<file path="src/rtl/dac_pwr_mgr.sv">
module dac_pwr_mgr #(
  parameter int NCH = 8,
  parameter int DLY_SHORT = 1250,
  parameter int DLY_LONG = 1500,
  parameter bit REF_INT_DEFAULT = 1'b1
) (
  input  logic           clk,
  input  logic           rst_n,
  input  logic           tick,
  input  logic           cmd_vld,
  input  logic [3:0]     cmd_code,
  input  logic [3:0]     cmd_addr,
  input  logic [NCH-1:0] upd,
  input  logic           ldac_n,
  output logic [NCH-1:0] ch_pd,
  output logic           ref_int_sel,
  output logic           ref_on,
  output logic           bias_on,
  output logic [NCH-1:0] settling
);
  localparam int CW = $clog2(DLY_LONG + 1);
  localparam logic [3:0] C_PD_CH = 4'b0100, C_PD_CHIP = 4'b0101;
  localparam logic [3:0] C_REF_INT = 4'b0110, C_REF_EXT = 4'b0111;
  localparam logic [3:0] A_ALL = 4'hF;

  logic ref_chip_off;
  logic [NCH-1:0] pd_mask, pu, wake;

  wire pd_ok   = cmd_vld & ldac_n;
  wire pd_one  = pd_ok & (cmd_code == C_PD_CH);
  wire pd_chip = pd_ok & (cmd_code == C_PD_CHIP);
  wire sel_int = cmd_vld & (cmd_code == C_REF_INT);
  wire sel_ext = cmd_vld & (cmd_code == C_REF_EXT);

  assign pu      = upd | {NCH{~ldac_n}};
  assign wake    = pu & ch_pd;
  assign bias_on = ~((&ch_pd) & ~ref_on);

  always_ff @(posedge clk or negedge rst_n)
    if (!rst_n) ch_pd <= '0;
    else        ch_pd <= (ch_pd | pd_mask) & ~pu;

  logic on_a, off_a;
  always_comb begin
    on_a  = pd_chip ? 1'b0 : ref_on;
    off_a = pd_chip ? (ref_chip_off | ref_on) : ref_chip_off;
    if ((|pu) && off_a) begin
      on_a  = 1'b1;
      off_a = 1'b0;
    end
  end

  always_ff @(posedge clk or negedge rst_n)
    if (!rst_n) begin
      ref_int_sel  <= REF_INT_DEFAULT;
      ref_on       <= REF_INT_DEFAULT;
      ref_chip_off <= 1'b0;
    end else if (sel_int) begin
      ref_int_sel  <= 1'b1;
      ref_on       <= 1'b1;
      ref_chip_off <= 1'b0;
    end else if (sel_ext) begin
      ref_int_sel  <= 1'b0;
      ref_on       <= 1'b0;
      ref_chip_off <= 1'b0;
    end else begin
      ref_on       <= on_a;
      ref_chip_off <= off_a;
    end

  for (genvar i = 0; i < NCH; i++) begin : g_ch
    logic [CW-1:0] cnt;
    assign pd_mask[i] = pd_chip | (pd_one & ((cmd_addr == A_ALL) || (cmd_addr == 4'(i))));
    always_ff @(posedge clk or negedge rst_n)
      if (!rst_n)                     cnt <= '0;
      else if (pd_mask[i] && !pu[i])  cnt <= '0;
      else if (wake[i])               cnt <= bias_on ? CW'(DLY_SHORT) : CW'(DLY_LONG);
      else if (tick && cnt != '0)     cnt <= cnt - 1'b1;
    assign settling[i] = (cnt != '0);

    p_wake_settles_r9: assert property (@(posedge clk) disable iff (!rst_n)
      wake[i] |=> settling[i]);
  end

  p_load_low_wakes_r6: assert property (@(posedge clk) disable iff (!rst_n)
    !ldac_n |=> (ch_pd == '0));
  p_chip_down_r3: assert property (@(posedge clk) disable iff (!rst_n)
    (cmd_vld && cmd_code == C_PD_CHIP && ldac_n && upd == '0) |=> (&ch_pd) && !ref_on && !bias_on);
  p_sel_int_r4: assert property (@(posedge clk) disable iff (!rst_n)
    (cmd_vld && cmd_code == C_REF_INT) |=> ref_int_sel && ref_on);
  p_ext_stays_off_r7: assert property (@(posedge clk) disable iff (!rst_n)
    !ref_int_sel |-> !ref_on);
  p_no_settle_when_down_r10: assert property (@(posedge clk) disable iff (!rst_n)
    (settling & ch_pd) == '0);
  p_bias_tracks_r8: assert property (@(posedge clk) disable iff (!rst_n)
    ($past(bias_on) && !bias_on) |-> (&ch_pd));
endmodule

</file>
<file path="config.mk">
export PLATFORM = sky130hd
export DESIGN_NAME = dac_pwr_mgr
export DESIGN_NICKNAME = d
export VERILOG_FILES = /design/src/rtl/dac_pwr_mgr.sv
export SDC_FILE = /design/constraint.sdc
export NUM_CORES = 1
export LEC_CHECK = 0
export BUFFER_PORTS_ARGS = -buffer_cell sky130_fd_sc_hd__buf_2
export CAP_MARGIN = 20
export CORE_ASPECT_RATIO = 0.75
export CORE_MARGIN = 2
export CORE_UTILIZATION = 55
export CTS_BUF_LIST = sky130_fd_sc_hd__clkbuf_4 sky130_fd_sc_hd__clkbuf_8
export DETAILED_ROUTE_END_ITERATION = 16
export PLACE_DENSITY = 0.81
export SYNTH_ARGS = -nofsm -noshare
export SYNTH_HDL_FRONTEND = slang
export SYNTH_SLANG_ARGS = --single-unit
</file>
<file path="constraint.sdc">
create_clock -name clk -period 2.2 [get_ports clk]
set_input_delay 0.33 -clock clk [delete_from_list [all_inputs] [get_ports clk]]
set_output_delay 0.33 -clock clk [all_outputs]
set_load 0.01 [all_outputs]
</file>
# Word level (Yosys, flattened, before mapping)
# Index checks and enable logic that the tools add are counted.
# word_totals
mem_bits_rw,0
latch_bits,0
mem_bits_ro,0
memories,0
inputBits,21
register_bits,99
# classes
n_shift,0
reduce_logical,54
div_mod_pow,0
muxes,35
eq_ne,12
bitwise,31
add_sub_neg,8
magnitude_cmp,0
n_mul,0
# op_table
op,n
$mux W11,24
$reduce_bool A11 Y1,8
$sub A11 B1 Y11 const B,8
$eq A4 B3 Y1 const B,8
$reduce_bool A3 Y1,8
$logic_and A1 B1 Y1,17
$and A8 B8 Y8,2
$or A8 B8 Y8,2
$and A1 B1 Y1,14
$mux W1,10
$mux W9,1
$or A1 B1 Y1,9
$eq A4 B2 Y1 const B,2
$logic_not A1 Y1,8
$logic_or A1 B1 Y1,8
$not A8 Y8,1
$reduce_and A8 Y1,1
$reduce_or A8 Y1,1
$eq A4 B1 Y1 const B,1
$eq A4 B4 Y1 const B,1
$logic_not A4 Y1,1
$reduce_bool A4 Y1,1
$not A1 Y1,3
$reduce_bool A2 Y1,1

# Logic depth before layout (Yosys ltp)
# logic_depth
ltp_word,7
mapped_depth,8
ltp_nobuf,7

# Least setup slack after synthesis
# Ideal clock, no wire load.
# synth_path
path_kind,register -> register
from,reg g_ch[0].cnt[0]
to,reg g_ch[0].cnt[1]
stages_incl_launch_ff,7
slack_ns,-0.140
arrival_ns,2.246
n_path_buf,0
synth_period_minus_slack_ns,2.340
path_cell_list,dfrtp_1 -> inv_1 -> ha_1 -> or4b_2 -> o41ai_1 -> mux2_2 -> a211oi_1
# synth_via
elab_chain_len,4
# synth_rtl
item,line,text
start: declaration,72,logic [CW-1:0] cnt;
start signal: assignment,77,else if (wake[i]) cnt <= bias_on ? CW'(DLY_SHORT) : CW'(DLY_LONG);
start signal: assignment,78,else if (tick && cnt != '0) cnt <= cnt - 1'b1;
$sub A11 B1 Y11,78,
$mux W11,78,
$mux W11,77,
$mux W11,76,else if (pd_mask[i] && !pu[i]) cnt <= '0;
# Parallel ways exist; a longest one is shown, timed or not. The select of a mux whose other input is x is not followed.
# A chain may end at the register's enable or synchronous reset.

# Worst setup path in the final report
# layout_path
from,reg g_ch[3].cnt[0]
to,out settling[3]
# layout_via
elab_chain_len,1
# layout_rtl
item,line,text
start: declaration,72,
start signal: assignment,77,
start signal: assignment,78,
$reduce_bool A11 Y1,79,assign settling[i] = (cnt != '0);
end: declaration,19,output logic [NCH-1:0] settling
# No other way between the ends.

==> flow_summary.ini <==
[final_layout]
fill_cells = 795
flow.area_growth_from_synthesis_pct = 20.5
post-route-util = 0.686
final_common_cell = dfrtp_1
non_filler_instance_count_after_layout = 870
postLayoutCellArea_um2 = 7120
nNetsFinal = 756
final_layout_size_suffix_gt1_frac = 0.260
layout.cells.most_common_list = dfrtp_1 (94), buf_4 (64), buf_2 (37)

[clock_network]
clock_net_sink_count = 99
hold_buffers = 0
clock_tree.root_cell = clkbuf_8
htree_levels = 3
cts.path.max_buffers = 2
cts-buffers-inserted = 9
tritoncts = yes
clock_latency_reported_for_the_late_side_of_the_worst_skew_pair_ps = 390
path_clk_slew_ps = 100

[power_and_ir_drop]
switchingPower_mw = 3.41
internal_power_mw = 4.98
power.density_cell_area_nw_per_um2 = 1180
sequentialPowerShare = 0.424
leakagePower_nw = 2.93
sw_share = 0.406
power_frac_comb = 0.427
ir_drop_mv = 0.720
clockPowerShare = 0.149

[global_routing]
grt_overflow = 0
grt_use_total = 0.289
grt_pass1_vias = 5273
wire_length_of_the_first_global_routing_pass_um = 26300
largest_net_degree_at_the_start_of_global_routing = 100
antenna_found_initial = 2

[run_status]
violations_in_the_final_reports = negative hold slack, negative setup slack
outcome = finished with violations

[synth]
synth_top_cell_area_share = 0.411
post_synth_instance_area_um2 = 5900
yosysWarnings = 0
synth_compound_area_frac = 0.231
synthXorXnorAreaFrac = 0.0356
synthArstFlopShare = 1.00
synth_enable_flop_cells = 0
synthSimpleGateAreaFrac = 0.246
synth_nets = 663
synth_top_cells_by_area = dfrtp_1 (41%), o31ai_1 (3.2%), a31oi_1 (3.1%)
synth_cell_type_count = 70
synthAdderAreaFrac = 0.0170
synth_area_per_inst_um2 = 9.31
yosysTopAreaCell = dfrtp_1
synthMuxAreaShare = 0.0127
main_combinational_cell_family_by_area_after_synthesis = simple AND/OR/NAND/NOR gates
postSynth.topFlopCell = dfrtp_1
ys_seq_elements = 99
syn_inst = 634
yosysSeqAreaShare = 0.420

[placed_design]
placement.cell_area_um2 = 6530
place_congestion = 0.948
dp_cells = 828
io_buffer_count = 39
place.detailed.hpwl_um = 11000

[critical_path]
worst_r2r_path_depth = 5
crit_path_start_kind = flip-flop
worst-endpoint-arrival_ps = 1970
path_class = reg2out
critical_path_peak_fanout = 4
required_ps = 1870
crit_path_end_kind = output pin

[min_path]
hp-class = in2async

[floorplan]
area_enclosed_by_the_die_boundary_um2 = 11600
std_cell_rows = 32
chipHeight_um = 93.7
ios = 40
core-area_um2 = 10400
floorplan.initialDensity = 0.569
die_x_um = 124

[drt]
remaining_drc_errors = 0
avgRoutedWirePerCell_um = 18.8
vias = 5679
route.detailed.vias_per_inst = 6.53
drt_first_pass_iters = 5
wl_um = 16300
drt_iter0_drc = 680
ant_nets = 0

[timing]
timing.final.setup_violations = 2
post-route-min-period_ps = 2300
fmax_mhz = 435
fin_max_slew_vios = 0
skew_ps = 16.5
hold_violations = 24
max-slew-margin-rel = 0.602
rsz0062_at_grt = true
timing.setup.tns_ps = -158
hold_ws_ps = -21.2
tightestPinTransition_ps = 593
layout_worst_path_cycle_share = 1.04
timing.final.ws_setup_ps = -96.3

[flow_run]
cap_viol_max_count = 0
-- power by group through the flow --
stage | Sequential [mW] | Combinational, mW | Clock [mW]
after floorplan | 3.28 | 2.30 | 0
after global placement | 3.44 | 2.81 | 0
after detailed placement | 3.49 | 2.98 | 0
after CTS | 3.49 | 3.19 | 1.27
after global routing | 3.68 | 3.97 | 1.36
final | 3.55 | 3.58 | 1.25
-- critical path: stages, from the launching register on --
cell,delay [ps]
dfrtp_1,400
inv_2,90
ha_4,130
or4b_4,500
nor4_4,280
inv_1,60
buf_2,140
-- layout make-up --
cell class	instances	area (um2)	area share
clock inverters	5	60.1	0.00844
well taps	136	170	0.0239
multi-input cells	477	3380	0.476
clock buffers	11	151	0.0213
flip-flops and latches	99	2480	0.349
repair buffers	105	728	0.102
diodes	2	5.00	0.000703
inverters	35	133	0.0186
-- metrics by stage --
stage / total power [mW] / worst slack (ps)
2_1_floorplan: 5.58 / -25.9
3_3_place_gp: 6.25 / 35.7
4_1_cts: 7.96 / -113
5_1_grt: 9.00 / -189
3_5_place_dp: 6.47 / -105
6_report: 8.38 / -96.3
-- synthesized netlist by cell type (all sizes together), types with 6 or more instances --
cell and n:
nand3 15, xnor2 14, nor3 33, nor4 11
inv 34, o21ai 25, o211ai 7, xor2 10
a311oi 7, clkbuf 21, a21oi 36, or3 25
nand2 32, o31ai 27, a31oi 29, nor2b 13
nor2 36, or4 21, a211oi 19, or4b 9
ha 8, dfrtp 97, o41ai 8, nand2b 6
-- per-layer routing --
metal  GRT usage  wire length [um]
met1       0.403              7210
met4      0.0767               333
met2       0.452              7610
met5           0                 0
met3      0.0680              1180
-- kinds of logic (layout without fill, tap and decap cells) --
family                     after synthesis  count (layout)
DFF                                     99              99
xor gates and xnor gates                24              24
and+or+nand+nor                        245             245
muxes                                    7               7
buffers and inverters                   58             156
AOI/OAI and AO/OA                      193             193
adders and majority gates                8               8
other                                    0               2
-- flip-flops by register name (all words and copies together) (netlist names) --
| signal | flops |
|---|---|
| ch_pd | 8 |
| g_ch.cnt | 88 |
| ref_chip_off | 1 |
| ref_int_sel | 1 |
| ref_on | 1 |
-- final timing paths --
kind                                       startpoint                    endpoint  slack (ps)
min in group clk                          cmd_code[0]          ref_on$_DFFE_PN1P_         230
max in group asynchronous                       rst_n  g_ch[6].cnt[3]$_DFFE_PN0P_        1780
hold reg to reg               ref_int_sel$_DFFE_PN1P_     ref_int_sel$_DFFE_PN1P_         500
setup / recovery           g_ch[3].cnt[0]$_DFFE_PN0P_                 settling[3]        -100
hold / removal                                  rst_n  g_ch[7].cnt[3]$_DFFE_PN0P_         -20
setup reg to reg           g_ch[0].cnt[9]$_DFFE_PN0P_  g_ch[0].cnt[1]$_DFFE_PN0P_          50
-- repair_timing --
item / CTS / global route
hold endpoints to repair: 0 / 0
resized for setup: 20 / 27
setup buffers: 6 / 18
endpoints found under the setup margin: 9 / 13
gates cloned: 0 / 0
pin swaps: 3 / 10
No activity file was read; power rests on OpenSTA's default activity.
